--- src/rtl/dmaw_pkg.sv ---
package dmaw_pkg;
  localparam int WORD_W   = 32;
  localparam int OPC_W    = 4;
  localparam int FLAG_W   = 16;
  localparam int BYTES_W  = 12;
  localparam int IDX_W    = 2;
  localparam int OPC_LSB  = WORD_W - OPC_W;
  localparam int FLAG_LSB = BYTES_W;
  localparam int N_OPC    = 1 << OPC_W;

  localparam logic [OPC_W-1:0] OPC_WR     = 4'h1;
  localparam logic [OPC_W-1:0] OPC_SKIP   = 4'h2;
  localparam logic [OPC_W-1:0] OPC_WRC    = 4'h5;
  localparam logic [OPC_W-1:0] OPC_JMP    = 4'h7;
  localparam logic [OPC_W-1:0] OPC_SYNC   = 4'h8;
  localparam logic [OPC_W-1:0] OPC_RD     = 4'h9;
  localparam logic [OPC_W-1:0] OPC_RDC    = 4'hA;
  localparam logic [OPC_W-1:0] OPC_WRM    = 4'hB;
  localparam logic [OPC_W-1:0] OPC_WRCM   = 4'hC;
  localparam logic [OPC_W-1:0] OPC_WRCR   = 4'hD;

  typedef struct packed {
    logic [WORD_W-1:0]  word;
    logic               head;
    logic [OPC_W-1:0]   opc;
    logic               known;
    logic [FLAG_W-1:0]  flags;
    logic [BYTES_W-1:0] bytes;
    logic [IDX_W-1:0]   arg_idx;
  } rec_t;

  function automatic logic opc_known(input logic [OPC_W-1:0] c);
    case (c)
      OPC_WR, OPC_SKIP, OPC_WRC, OPC_JMP, OPC_SYNC,
      OPC_RD, OPC_RDC, OPC_WRM, OPC_WRCM, OPC_WRCR: return 1'b1;
      default: return 1'b0;
    endcase
  endfunction

  function automatic logic [IDX_W-1:0] opc_args(input logic [OPC_W-1:0] c);
    case (c)
      OPC_WR, OPC_JMP:   return 2'd1;
      OPC_WRM, OPC_WRCM: return 2'd2;
      OPC_WRCR:          return 2'd3;
      default:           return 2'd0;
    endcase
  endfunction
endpackage

--- src/rtl/dmaw_op_table.sv ---
module dmaw_op_table
  import dmaw_pkg::*;
(
  input  logic [OPC_W-1:0] opc,
  output logic             known,
  output logic [IDX_W-1:0] args
);
  logic [N_OPC-1:0] known_tab;
  logic [IDX_W-1:0] args_tab [N_OPC];

  for (genvar g = 0; g < N_OPC; g++) begin : g_code
    assign known_tab[g] = opc_known(OPC_W'(g));
    assign args_tab[g]  = opc_args(OPC_W'(g));
  end

  assign known = known_tab[opc];
  assign args  = args_tab[opc];
endmodule

--- src/rtl/dmaw_seq.sv ---
module dmaw_seq
  import dmaw_pkg::*;
(
  input  logic             clk,
  input  logic             rst_n,
  input  logic             adv,
  input  logic [IDX_W-1:0] head_args,
  output logic             at_head,
  output logic [IDX_W-1:0] arg_idx
);
  logic [IDX_W-1:0] remain_q;
  logic [IDX_W-1:0] next_idx_q;

  assign at_head = (remain_q == '0);
  assign arg_idx = at_head ? '0 : next_idx_q;

  always_ff @(posedge clk or negedge rst_n) begin
    if (!rst_n) begin
      remain_q   <= '0;
      next_idx_q <= '0;
    end else if (adv) begin
      if (at_head) begin
        remain_q   <= head_args;
        next_idx_q <= IDX_W'(1);
      end else begin
        remain_q   <= remain_q - 1'b1;
        next_idx_q <= next_idx_q + 1'b1;
      end
    end
  end
endmodule

--- src/rtl/dmaw_out_reg.sv ---
module dmaw_out_reg
  import dmaw_pkg::*;
(
  input  logic clk,
  input  logic rst_n,
  input  logic load,
  input  rec_t rec_in,
  input  logic take,
  output logic room,
  output logic full,
  output rec_t rec_q
);
  assign room = !full || take;

  always_ff @(posedge clk or negedge rst_n) begin
    if (!rst_n) begin
      full  <= 1'b0;
      rec_q <= '0;
    end else if (room) begin
      full <= load;
      if (load) rec_q <= rec_in;
    end
  end
endmodule

--- src/rtl/dmaw_instr_ctr.sv ---
module dmaw_instr_ctr #(
  parameter int CNT_W = 16
) (
  input  logic             clk,
  input  logic             rst_n,
  input  logic             bump,
  output logic [CNT_W-1:0] total
);
  always_ff @(posedge clk or negedge rst_n) begin
    if (!rst_n)    total <= '0;
    else if (bump) total <= total + 1'b1;
  end
endmodule

--- src/rtl/dma_prog_walker.sv ---
module dma_prog_walker
  import dmaw_pkg::*;
#(
  parameter int CNT_W = 16
) (
  input  logic               clk,
  input  logic               rst_n,
  input  logic               in_valid,
  output logic               in_ready,
  input  logic [WORD_W-1:0]  in_word,
  output logic               out_valid,
  input  logic               out_ready,
  output logic [WORD_W-1:0]  out_word,
  output logic               out_head,
  output logic [OPC_W-1:0]   out_opcode,
  output logic               out_known,
  output logic [FLAG_W-1:0]  out_flags,
  output logic [BYTES_W-1:0] out_count,
  output logic [IDX_W-1:0]   out_arg_idx,
  output logic [CNT_W-1:0]   instr_total
);
  logic             fire;
  logic             at_head;
  logic             opc_ok;
  logic [IDX_W-1:0] opc_nargs;
  logic [IDX_W-1:0] cur_idx;
  logic [OPC_W-1:0] in_opc;
  rec_t             rec_d;
  rec_t             rec_q;

  assign in_opc = in_word[WORD_W-1:OPC_LSB];
  assign fire   = in_valid && in_ready;

  dmaw_op_table u_tab (
    .opc   (in_opc),
    .known (opc_ok),
    .args  (opc_nargs)
  );

  dmaw_seq u_seq (
    .clk       (clk),
    .rst_n     (rst_n),
    .adv       (fire),
    .head_args (opc_nargs),
    .at_head   (at_head),
    .arg_idx   (cur_idx)
  );

  always_comb begin
    rec_d         = '0;
    rec_d.word    = in_word;
    rec_d.head    = at_head;
    rec_d.arg_idx = cur_idx;
    if (at_head) begin
      rec_d.opc   = in_opc;
      rec_d.known = opc_ok;
      rec_d.flags = in_word[FLAG_LSB +: FLAG_W];
      rec_d.bytes = in_word[BYTES_W-1:0];
    end
  end

  dmaw_out_reg u_out (
    .clk    (clk),
    .rst_n  (rst_n),
    .load   (in_valid),
    .rec_in (rec_d),
    .take   (out_ready),
    .room   (in_ready),
    .full   (out_valid),
    .rec_q  (rec_q)
  );

  dmaw_instr_ctr #(.CNT_W(CNT_W)) u_ctr (
    .clk   (clk),
    .rst_n (rst_n),
    .bump  (fire && at_head),
    .total (instr_total)
  );

  assign out_word    = rec_q.word;
  assign out_head    = rec_q.head;
  assign out_opcode  = rec_q.opc;
  assign out_known   = rec_q.known;
  assign out_flags   = rec_q.flags;
  assign out_count   = rec_q.bytes;
  assign out_arg_idx = rec_q.arg_idx;
endmodule

--- config.mk ---
export PLATFORM = sky130hd
export DESIGN_NAME = dma_prog_walker
export DESIGN_NICKNAME = d
export VERILOG_FILES = /design/src/rtl/dmaw_pkg.sv /design/src/rtl/dmaw_op_table.sv /design/src/rtl/dmaw_seq.sv /design/src/rtl/dmaw_out_reg.sv /design/src/rtl/dmaw_instr_ctr.sv /design/src/rtl/dma_prog_walker.sv
export SDC_FILE = /design/constraint.sdc
export NUM_CORES = 1
export LEC_CHECK = 0
export BUFFER_PORTS_ARGS = -buffer_cell sky130_fd_sc_hd__buf_2
export CORE_MARGIN = 2
export CORE_UTILIZATION = 30
export CTS_BUF_LIST = sky130_fd_sc_hd__clkbuf_2
export CTS_CLUSTER_SIZE = 14
export DETAILED_ROUTE_END_ITERATION = 7
export SETUP_SLACK_MARGIN = 0.2
export SYNTH_ARGS = -nofsm -noshare
export SYNTH_HDL_FRONTEND = slang
export SYNTH_HIERARCHICAL = 1
export SYNTH_SLANG_ARGS = --single-unit
--- constraint.sdc ---
create_clock -name clk -period 2.1 [get_ports clk]
set_input_delay 0.315 -clock clk [delete_from_list [all_inputs] [get_ports clk]]
set_output_delay 0.315 -clock clk [all_outputs]
set_load 0.05 [all_outputs]
==> impl_metrics.tcl, run 1 <==
set metrics [dict create \
    r2r-start "u_seq/remain_q[1]$_DFFE_PN0P_" \
    grt-ovfl-total 0 \
    drv_slew 0 \
    start_kind "flop" \
    cts_root_buffer "clkbuf_2" \
    syn-num-nets 311 \
    synth.distinct_cells 39 \
    worstMarginPinSlew_ns 0.343 \
    cts_resized 0 \
    ir_worst_vdd_mv 0.488 \
    yosysSeqAreaShare_pct 56.5 \
    yosys.area.top_type "dfrtp_1" \
    max_freq_mhz 580 \
    dieArea_um2 14100 \
    fill_cells 1260 \
    power_switching_mw 2.65 \
    p_clk_share_pct 16.4 \
    synth_common_cells "dfrtp_1, mux2_2, and2_2" \
    antenna_found_initial 0 \
    worstSetupPathType "flop to flop" \
    regArea_um2 2230 \
    die_x_um 119 \
    io-pin-count 122 \
    gp_congestion 0.719 \
    cts_max_path_buffers 2 \
    period_minus_slack_ns 1.72 \
    power_frac_comb_pct 43.9 \
    yosysWarningCount 6 \
    final_nets 474 \
    tns_ns 0 \
    p_sw_share_pct 44.6 \
    ys_seq_elements 89 \
    grtUsageTotal_pct 12.6 \
    fin_skew_ns 0.0279 \
    synth_top_area_share_pct 56.5 \
    ant_nets 0 \
    hp-class "input pin to asynchronous set/reset pin" \
    relSlewSlack_pct 77.1 \
    p_int_mw 3.30 \
    multi_input_area_um2 1640 \
    io_buffers 121 \
    cts.sinks 89 \
    drive_gt1_share_pct 58.6 \
    numCtsBuffers 9 \
    async_flop_share_pct 100 \
    crit_path_end_kind "flop" \
    met1_usage_pct 15.7 \
    synth_edf_count 0 \
    crit_fanout 6 \
    h-tree-depth 3 \
    grt.met3_usage_pct 3.14 \
    cellPowerDensity_nw_per_um2 1130 \
    wl_per_cell_um 13.4 \
    synth_area_um2 3940 \
    vias_per_cell 4.28 \
    wl_um 8220 \
    rsz0062_at_grt "false" \
    clkTransAtPathRegs_ns 0.25 \
    area_delta_synth_final_pct 33.5 \
    dr.pass1.iters 3 \
    grt-busiest-layer "met2" \
    first_global_vias 2751 \
    final_core_util_pct 41.3 \
    syn-instance-count 272 \
    drtIter0Drc 78 \
    initial_utilization_pct 31.0 \
    cp.required_ns 2.63 \
    clock_latency_ns 0.58 \
    crit_arrival_ns 2.26 \
    synth_area_leaders "dfrtp_1, mux2_2, mux2_4" \
    dp_hpwl_um 5670 \
    setup_ws_ns 0.376 \
    route.detailed.drc 0 \
    dpl_worst_slack_ns 0.417 \
    cap_violations 0 \
    reg2reg_slack_ns 0.38 \
    core_um2 12700 \
    p_leak_nw 2.61 \
    diodes 0 \
    rows 41 \
    die_y_um 119 \
    rr_endpoint "u_ctr/total[12]$_DFFE_PN0P_" \
    grt_pass1_wl_um 13900 \
    ys.flop_type "dfrtp_1" \
    total_power_mw 5.95 \
    finalCritPeriodShare_pct 82.1 \
    cts_tree "yes" \
    yosysMostFrequentCell "dfrtp_1" \
    met2_usage_pct 20.2 \
    syn_avg_cell_area_um2 14.5 \
    whs_ns 0.107 \
    seq_power_share_pct 39.7 \
    setup_violations 0 \
    vias 2622 \
    grt_start_max_net_pins 46 \
    rr_worst_depth 6 \
    finalHoldViolCount 0 \
    outcome "completed" \
]
==> repair_timing <==
action                                 CTS  global route
hold buffers                            34             0
buffers inserted                         0             0
endpoints found under the hold margin  127             0
==> final cells by class <==
type                            instances  area share [%]
Tap cell                              172            4.09
Multi-Input combinational cell        171            31.1
Sequential cell                        89            42.4
Inverter                                2           0.143
Clock buffer                           10           0.951
Clock inverter                          6            1.57
Timing Repair Buffer                  162            19.7
==> power by group through the flow <==
stage	Clock [mW]	Sequential [mW]	Combinational, mW
final	0.977	2.36	2.61
after global routing	1.11	2.43	2.76
after CTS	1.04	2.37	2.65
after detailed placement	0	2.40	2.59
after global placement	0	2.38	2.57
after floorplan	0	3.64	0.690
==> worst max-delay path by stage <==
stage / depth (start not counted) / from / end
2_1_floorplan: 6 / u_out/full$_DFFE_PN0P_ / u_ctr/total[11]$_DFFE_PN0P_
3_3_place_gp: 7 / out_ready / u_ctr/total[12]$_DFFE_PN0P_
3_5_place_dp: 7 / out_ready / u_ctr/total[12]$_DFFE_PN0P_
4_1_cts: 1 / u_ctr/total[2]$_DFFE_PN0P_ / instr_total[2]
5_1_grt: 6 / u_seq/remain_q[1]$_DFFE_PN0P_ / u_ctr/total[12]$_DFFE_PN0P_
6_report: 6 / u_seq/remain_q[1]$_DFFE_PN0P_ / u_ctr/total[12]$_DFFE_PN0P_
==> stage by stage <==
| stage | cell area [um2] | std cells |
|---|---|---|
| after floorplan | 3940 | 272 |
| after global placement | 4790 | 562 |
| after detailed placement | 4790 | 562 |
| after CTS | 5260 | 612 |
| after global routing | 5260 | 612 |
| final | 5260 | 612 |
==> worst max-delay path: stages (launching register included) <==
cell     delay (ns)
dfrtp_1        0.48
nor2_2         0.13
and3_2         0.27
nand4_4        0.15
nor3_2         0.26
and4_1         0.23
xor2_1         0.15
==> layer usage <==
| layer | routed length [um] | vias up |
|---|---|---|
| met5 | 0 | - |
| met4 | 205 | 0 |
| met3 | 377 | 15 |
| met2 | 3940 | 71 |
| met1 | 3700 | 1275 |
| li1 | - | 1261 |
==> flip-flops by register name, summed over array words and instances, names as in the netlist <==
name / cells
u_seq/remain_q: 2
u_ctr/total: 16
u_out/rec_q: 68
u_out/full: 1
u_seq/next_idx_q: 2
==> cells by family after synthesis <==
group	count (synthesis)	synth area share, %
buffers and inverters	12	1.94
muxes	71	22.3
xor gates and xnor gates	15	3.34
adders and majority gates	3	0.953
AOI/OAI and AO/OA	8	1.68
and+or+nand+nor	74	13.3
DFF	89	56.5
==> placed cells by master, fill, tap and decap left out, types with 2 or more instances in the layout <==
cell type and count:
and2_2 33, buf_12 3, buf_2 120, buf_4 5, bufinv_16 2, clkbuf_2 10
clkinv_2 3, dfrtp_1 88, dlygate4sd3_1 34, ha_1 3, inv_1 2, mux2_2 48
mux2_4 21, nand2_1 5, nand2b_1 5, nand3_1 6, nand4_1 3, nor2_1 3
nor2b_1 5, nor3_2 2, xnor2_1 9, xor2_1 6
No activity file was read; power rests on OpenSTA's default activity.
==> inputs of run 2 (changes only) <==
ABC_AREA = 1   (was not set)
clock period = 1.6 ns   (was 2.1 ns; I/O delays follow)
==> run 2 against run 1 <==
Effect of this change:
- synthesized area grew 5.7%
- first-iteration DRC count grew 140%
- clock skew shrank 0.0084 ns
- die area grew 5.5%
- critical endpoint is now in_ready
- synthesized cell count grew 92%
- non-clock buffer count grew 58
- largest cell class unchanged
- critical path depth shrank 3
- power grew 40%
- global-route usage grew 4.0 points
- combinational power grew 65%
- clock power shrank 4.3%
==> impl_metrics.tcl, run 2 <==
set metrics [dict create \
    async_flop_share_pct 100 \
    cp_slowest_cell "dfrtp_2" \
    crit_end "in_ready" \
    synth_common_cells "nand2_1, dfrtp_1, nand3_1" \
    gp_congestion 0.809 \
    period_minus_slack_ns 1.58 \
    synth_area_leaders "dfrtp_1, nand2_1, nand3_1" \
    die_x_um 122 \
    fin_skew_ns 0.0195 \
    outcome "completed" \
    crit_top_cell "buf_12" \
    synth_area_um2 4160 \
    total_power_mw 8.33 \
    rr_worst_depth 9 \
    cts_root_buffer "clkbuf_2" \
    reg.largest.list "u_out/rec_q x68, u_ctr/total x16" \
    dpl_worst_slack_ns 0.124 \
    yosysSeqAreaShare_pct 53.5 \
    yosysMostFrequentCell "nand2_1" \
    syn_avg_cell_area_um2 7.99 \
    numCtsBuffers 9 \
    vias 4015 \
    clkTransAtPathRegs_ns 0.23 \
    rows 43 \
    drv_slew 0 \
    cts_max_path_buffers 2 \
    reg2reg_slack_ns 0.06 \
    relSlewSlack_pct 68.5 \
    hp-class "input pin to asynchronous set/reset pin" \
    area_delta_synth_final_pct 54.5 \
    crit_arrival_ns 1.34 \
    grt_pass1_wl_um 19400 \
    io_buffers 121 \
    ir_worst_vdd_mv 0.515 \
    regMostFlops "u_out/rec_q" \
    clock_latency_ns 0.54 \
    core_um2 13700 \
    setup_ws_ns 0.0173 \
    antenna_found_initial 1 \
    drtIter0Drc 190 \
    regArea_um2 2230 \
    final_cells 910 \
    crit_chain "nand2_4, buf_12, buf_12" \
    die_y_um 122 \
    initial_utilization_pct 30.4 \
    fill_cells 1302 \
    grtUsageTotal_pct 16.6 \
    synth.distinct_cells 21 \
    cts.sinks 89 \
    ys.flop_type "dfrtp_1" \
    crit_buf_inv 2 \
    crit_fanout 3 \
    cts_tree "yes" \
    path_delay_family "flip-flops" \
    rr_endpoint "u_ctr/total[10]$_DFFE_PN0P_" \
    cap_violations 0 \
    ant_nets 0 \
    wl_um 11900 \
    dr.pass1.iters 4 \
    grt-ovfl-total 0 \
    r2r-start "u_out/full$_DFFE_PN0P_" \
    finalHoldViolCount 0 \
    yosysWarningCount 6 \
    layout_common_cells "nand2_1, buf_6, dfrtp_1, nand3_1, buf_4" \
    cellPowerDensity_nw_per_um2 1290 \
    first_global_vias 4065 \
    syn-instance-count 521 \
    synth_edf_count 0 \
    final_core_util_pct 46.9 \
    largest_reg_flops 68 \
    io-pin-count 122 \
    multi_input_area_um2 1600 \
    whs_ns 0.152 \
    final_nets 763 \
    start_kind "flop" \
    crit_cells 3 \
    synth_top_area_share_pct 53.5 \
    dp_cells 805 \
    critPathLaunch "u_out/full$_DFFE_PN0P_" \
    worstSetupPathType "flop to output port" \
    wl_per_cell_um 13.1 \
    h-tree-depth 3 \
    drive_gt1_share_pct 31.1 \
    p_leak_nw 3.60 \
    grt_start_max_net_pins 39 \
    setup_violations 0 \
    max_freq_mhz 632 \
    final_common_cell "nand2_1" \
    dieArea_um2 14800 \
    rsz0062_at_grt "true" \
    crit_path_end_kind "output port" \
    syn-num-nets 560 \
    slowest_delay_ns 0.48 \
    dp_hpwl_um 7490 \
    finalCritPeriodShare_pct 98.9 \
    worstMarginPinSlew_ns 0.472 \
    route.detailed.drc 0 \
    yosys.area.top_type "dfrtp_1" \
    ys_seq_elements 89 \
    vias_per_cell 4.41 \
    cp.required_ns 1.36 \
]
run 2: cell types whose count changed in the layout (fill, tap and decap cells not counted), moves of 53 or more:
cell     before  now
inv_1         2   56
buf_6         0   85
nand3_1       6   78
buf_4         5   58
nand2_1       5  210
buf_2       120   34
run 2: how the worst min path moves through the flow:
stage	startpoint	end	slack (ns)
final	rst_n	u_out/rec_q[5]$_DFFE_PN0P_	0.15
after global routing	rst_n	u_out/rec_q[47]$_DFFE_PN0P_	0.11
after CTS	rst_n	u_out/rec_q[47]$_DFFE_PN0P_	0.09
after detailed placement	rst_n	u_ctr/total[10]$_DFFE_PN0P_	0.23
after global placement	rst_n	u_ctr/total[15]$_DFFE_PN0P_	0.22
after floorplan	rst_n	u_ctr/total[0]$_DFFE_PN0P_	-0.06
run 2: repair_timing:
item	CTS	global route
hold endpoints to repair	153	0
setup endpoints to repair	95	145
resized for setup	195	7
pin swaps	7	7
setup buffers	40	15
hold buffers	33	0
run 2: through the flow:
| step | cell area [um2] | setup TNS (ns) |
|---|---|---|
| 2_1_floorplan | 4210 | -0.237 |
| 3_3_place_gp | 4960 | 0 |
| 3_5_place_dp | 4960 | 0 |
| 4_1_cts | 6290 | -0.0981 |
| 5_1_grt | 6430 | -0.346 |
| 6_report | 6430 | 0 |
run 2: layout make-up:
cell class / count / area share (%)
well taps: 180 / 3.50
diodes: 1 / 0.0389
clock inverters: 6 / 0.389
flip-flops and latches: 89 / 34.7
clock buffers: 10 / 0.778
multi-input cells: 343 / 24.8
repair buffers: 220 / 32.2
inverters: 61 / 3.62
run 2: cell families after synthesis:
family / synth area share, %
adders and majority gates: 0.902
and+or+nand+nor: 33.2
DFF: 53.5
xor gates and xnor gates: 2.31
buffers and inverters: 9.95
AOI/OAI and AO/OA: 0.120
run 2: where the power goes:
group | leakage [nW] | internal [mW] | switching (mW) | total (mW)
logic | 2.44 | 1.65 | 2.67 | 4.31
clock network | 0.0556 | 0.187 | 0.748 | 0.935
registers | 1.10 | 2.70 | 0.373 | 3.08
total | 3.60 | 4.54 | 3.79 | 8.33
run 2: per-layer routing:
layer	wire length, um	global-route usage (%)	vias to the layer above	part of all wire, %
met1	5140	19.9	1893	43
met3	677	3.70	8	5.7
li1	-	-	2000	-
met4	112	6.82	0	0.94
met2	6010	28.8	114	50
met5	0	0	-	0
==> inputs of run 3 (changes only) <==
CORE_UTILIZATION = 50   (was 30)
PLACE_DENSITY = 0.78   (was not set)
clock period = 1.95 ns   (was 1.6 ns; I/O delays follow)
==> run 3 against run 2 <==
Effect of this change:
- utilization up 18 points
- global-route usage up 6.5 points
- final cell count down 15%
- cell area down 18%
- largest power group unchanged
- count of clock-buffer cells in the layout up 1
- critical path type unchanged
- sequential share of layout area up 7.3 points
- non-clock buffer count down 56
- setup slack better by 0.29 ns
- critical path depth unchanged
- via count down 4.2%
==> impl_metrics.tcl, run 3 (synthesis gave the netlist of run 2 again) <==
set metrics [dict create \
    crit_chain "nand2_4, buf_12, buf_12" \
    cts.sinks 89 \
    period_minus_slack_ns 1.64 \
    total_power_mw 5.97 \
    fill_cells 709 \
    area_delta_synth_final_pct 27.3 \
    ant_nets 0 \
    rr_worst_depth 6 \
    crit_arrival_ns 1.35 \
    die_y_um 95.3 \
    layout_common_cells "nand2_1, buf_2, dfrtp_1, nand3_1, inv_1" \
    dpl_worst_slack_ns 0.356 \
    initial_utilization_pct 51.2 \
    largest_reg_flops 68 \
    vias 3846 \
    finalHoldViolCount 0 \
    cts_root_buffer "clkbuf_2" \
    p_leak_nw 3.18 \
    h-tree-depth 3 \
    drive_gt1_share_pct 24.6 \
    regArea_um2 2230 \
    grtUsageTotal_pct 23.1 \
    hp-class "input pin to flop" \
    gp_congestion 0.821 \
    start_kind "flop" \
    clkTransAtPathRegs_ns 0.26 \
    rsz0062_at_grt "false" \
    cp.required_ns 1.66 \
    finalCritPeriodShare_pct 84.1 \
    outcome "completed" \
    slowest_delay_ns 0.48 \
    rows 33 \
    max_freq_mhz 610 \
    fin_skew_ns 0.0502 \
    cts_max_path_buffers 2 \
    vias_per_cell 4.95 \
    setup_ws_ns 0.310 \
    worstSetupPathType "flop to output port" \
    cts_tree "yes" \
    dr.pass1.iters 4 \
    crit_path_end_kind "output port" \
    antenna_found_initial 0 \
    cellPowerDensity_nw_per_um2 1130 \
    io_buffers 121 \
    crit_top_cell "buf_12" \
    grt-ovfl-total 0 \
    reg.largest.list "u_out/rec_q x68, u_ctr/total x16" \
    worstMarginPinSlew_ns 0.486 \
    grt_pass1_wl_um 16600 \
    io-pin-count 122 \
    cp_slowest_cell "dfrtp_2" \
    setup_violations 0 \
    wl_um 10500 \
    regMostFlops "u_out/rec_q" \
    ir_worst_vdd_mv 0.697 \
    crit_fanout 3 \
    drtIter0Drc 267 \
    relSlewSlack_pct 67.6 \
    grt_start_max_net_pins 46 \
    first_global_vias 3649 \
    core_um2 8130 \
    final_cells 777 \
    drv_slew 0 \
    clock_latency_ns 0.53 \
    hold_path_depth 3 \
    final_nets 707 \
    tns_ns 0 \
    route.detailed.drc 0 \
    numCtsBuffers 9 \
    dp_hpwl_um 6750 \
    cap_violations 0 \
    final_common_cell "nand2_1" \
    die_x_um 95.3 \
    multi_input_area_um2 1540 \
    diodes 0 \
    wl_per_cell_um 13.5 \
    dieArea_um2 9070 \
    dp_cells 730 \
]
==> run 3: cell count changes in the layout (fill, tap and decap cells not counted), sizes merged <==
cell | previous run | this run
diode | 1 | 0
clkinv | 7 | 1
bufbuf | 0 | 1
inv | 59 | 61
buf | 187 | 134
clkinvlp | 1 | 3
clkbuf | 10 | 11
dlygate4sd3 | 33 | 29
==> run 3: where the power goes <==
group / switching [mW] / internal (mW) / leakage, nW
logic: 2.03 / 0.657 / 2.03
clock network: 0.604 / 0.175 / 0.0507
registers: 0.284 / 2.21 / 1.10
==> run 3: per-stage QoR <==
stage                     utilization, %  area, um2  hold slack (ns)
after floorplan                        -       4180         -0.00309
after detailed placement            59.4       4830            0.292
after global routing                65.2       5300           0.0471
after CTS                           64.9       5280           0.0174
after global placement              59.4       4830            0.283
final                               65.2       5300           0.0609
==> run 3: final cells by class <==
type | instances | share of cell area (%)
clock buffers | 11 | 1.04
multi-input cells | 343 | 29.1
repair buffers | 164 | 20.5
well taps | 105 | 2.48
clock inverters | 4 | 0.590
inverters | 61 | 4.32
flip-flops and latches | 89 | 42.0
==> run 3: what timing repair did <==
| action | 4_1_cts | 5_1_grt |
|---|---|---|
| setup endpoints to repair | 1 | 7 |
| resized for setup | 7 | 6 |
| endpoints found under the hold margin | 64 | 0 |
| hold buffers | 29 | 0 |
| cloned | 1 | 0 |
| setup buffers | 1 | 1 |
| pin swaps | 0 | 3 |
==> run 3: final timing paths <==
check,startpoint,slack (ns),endpoint
setup / recovery,u_out/full$_DFFE_PN0P_,0.31,in_ready
hold / removal,in_word[29],0.06,u_out/rec_q[65]$_DFFE_PN0P_
setup reg to reg,u_out/full$_DFFE_PN0P_,0.34,u_out/rec_q[38]$_DFFE_PN0P_
hold reg to reg,u_out/rec_q[33]$_DFFE_PN0P_,0.49,u_out/rec_q[33]$_DFFE_PN0P_
max in group asynchronous,rst_n,1.08,u_out/rec_q[51]$_DFFE_PN0P_
min in group asynchronous,rst_n,0.23,u_out/rec_q[59]$_DFFE_PN0P_
==> run 3: routing by layer <==
layer	global-route usage [%]	share of wire, %
met5	0	0
met2	39.7	51
met1	29.2	42
met3	3.79	5.3
met4	9.30	2.1
==> run 3: worst max-delay path: cells and delay by family, from the launching register on <==
family                 cells  cell delay [ns]
buffers and inverters      2             0.23
AND/OR/NAND/NOR            1             0.10
flip-flops                 1             0.48
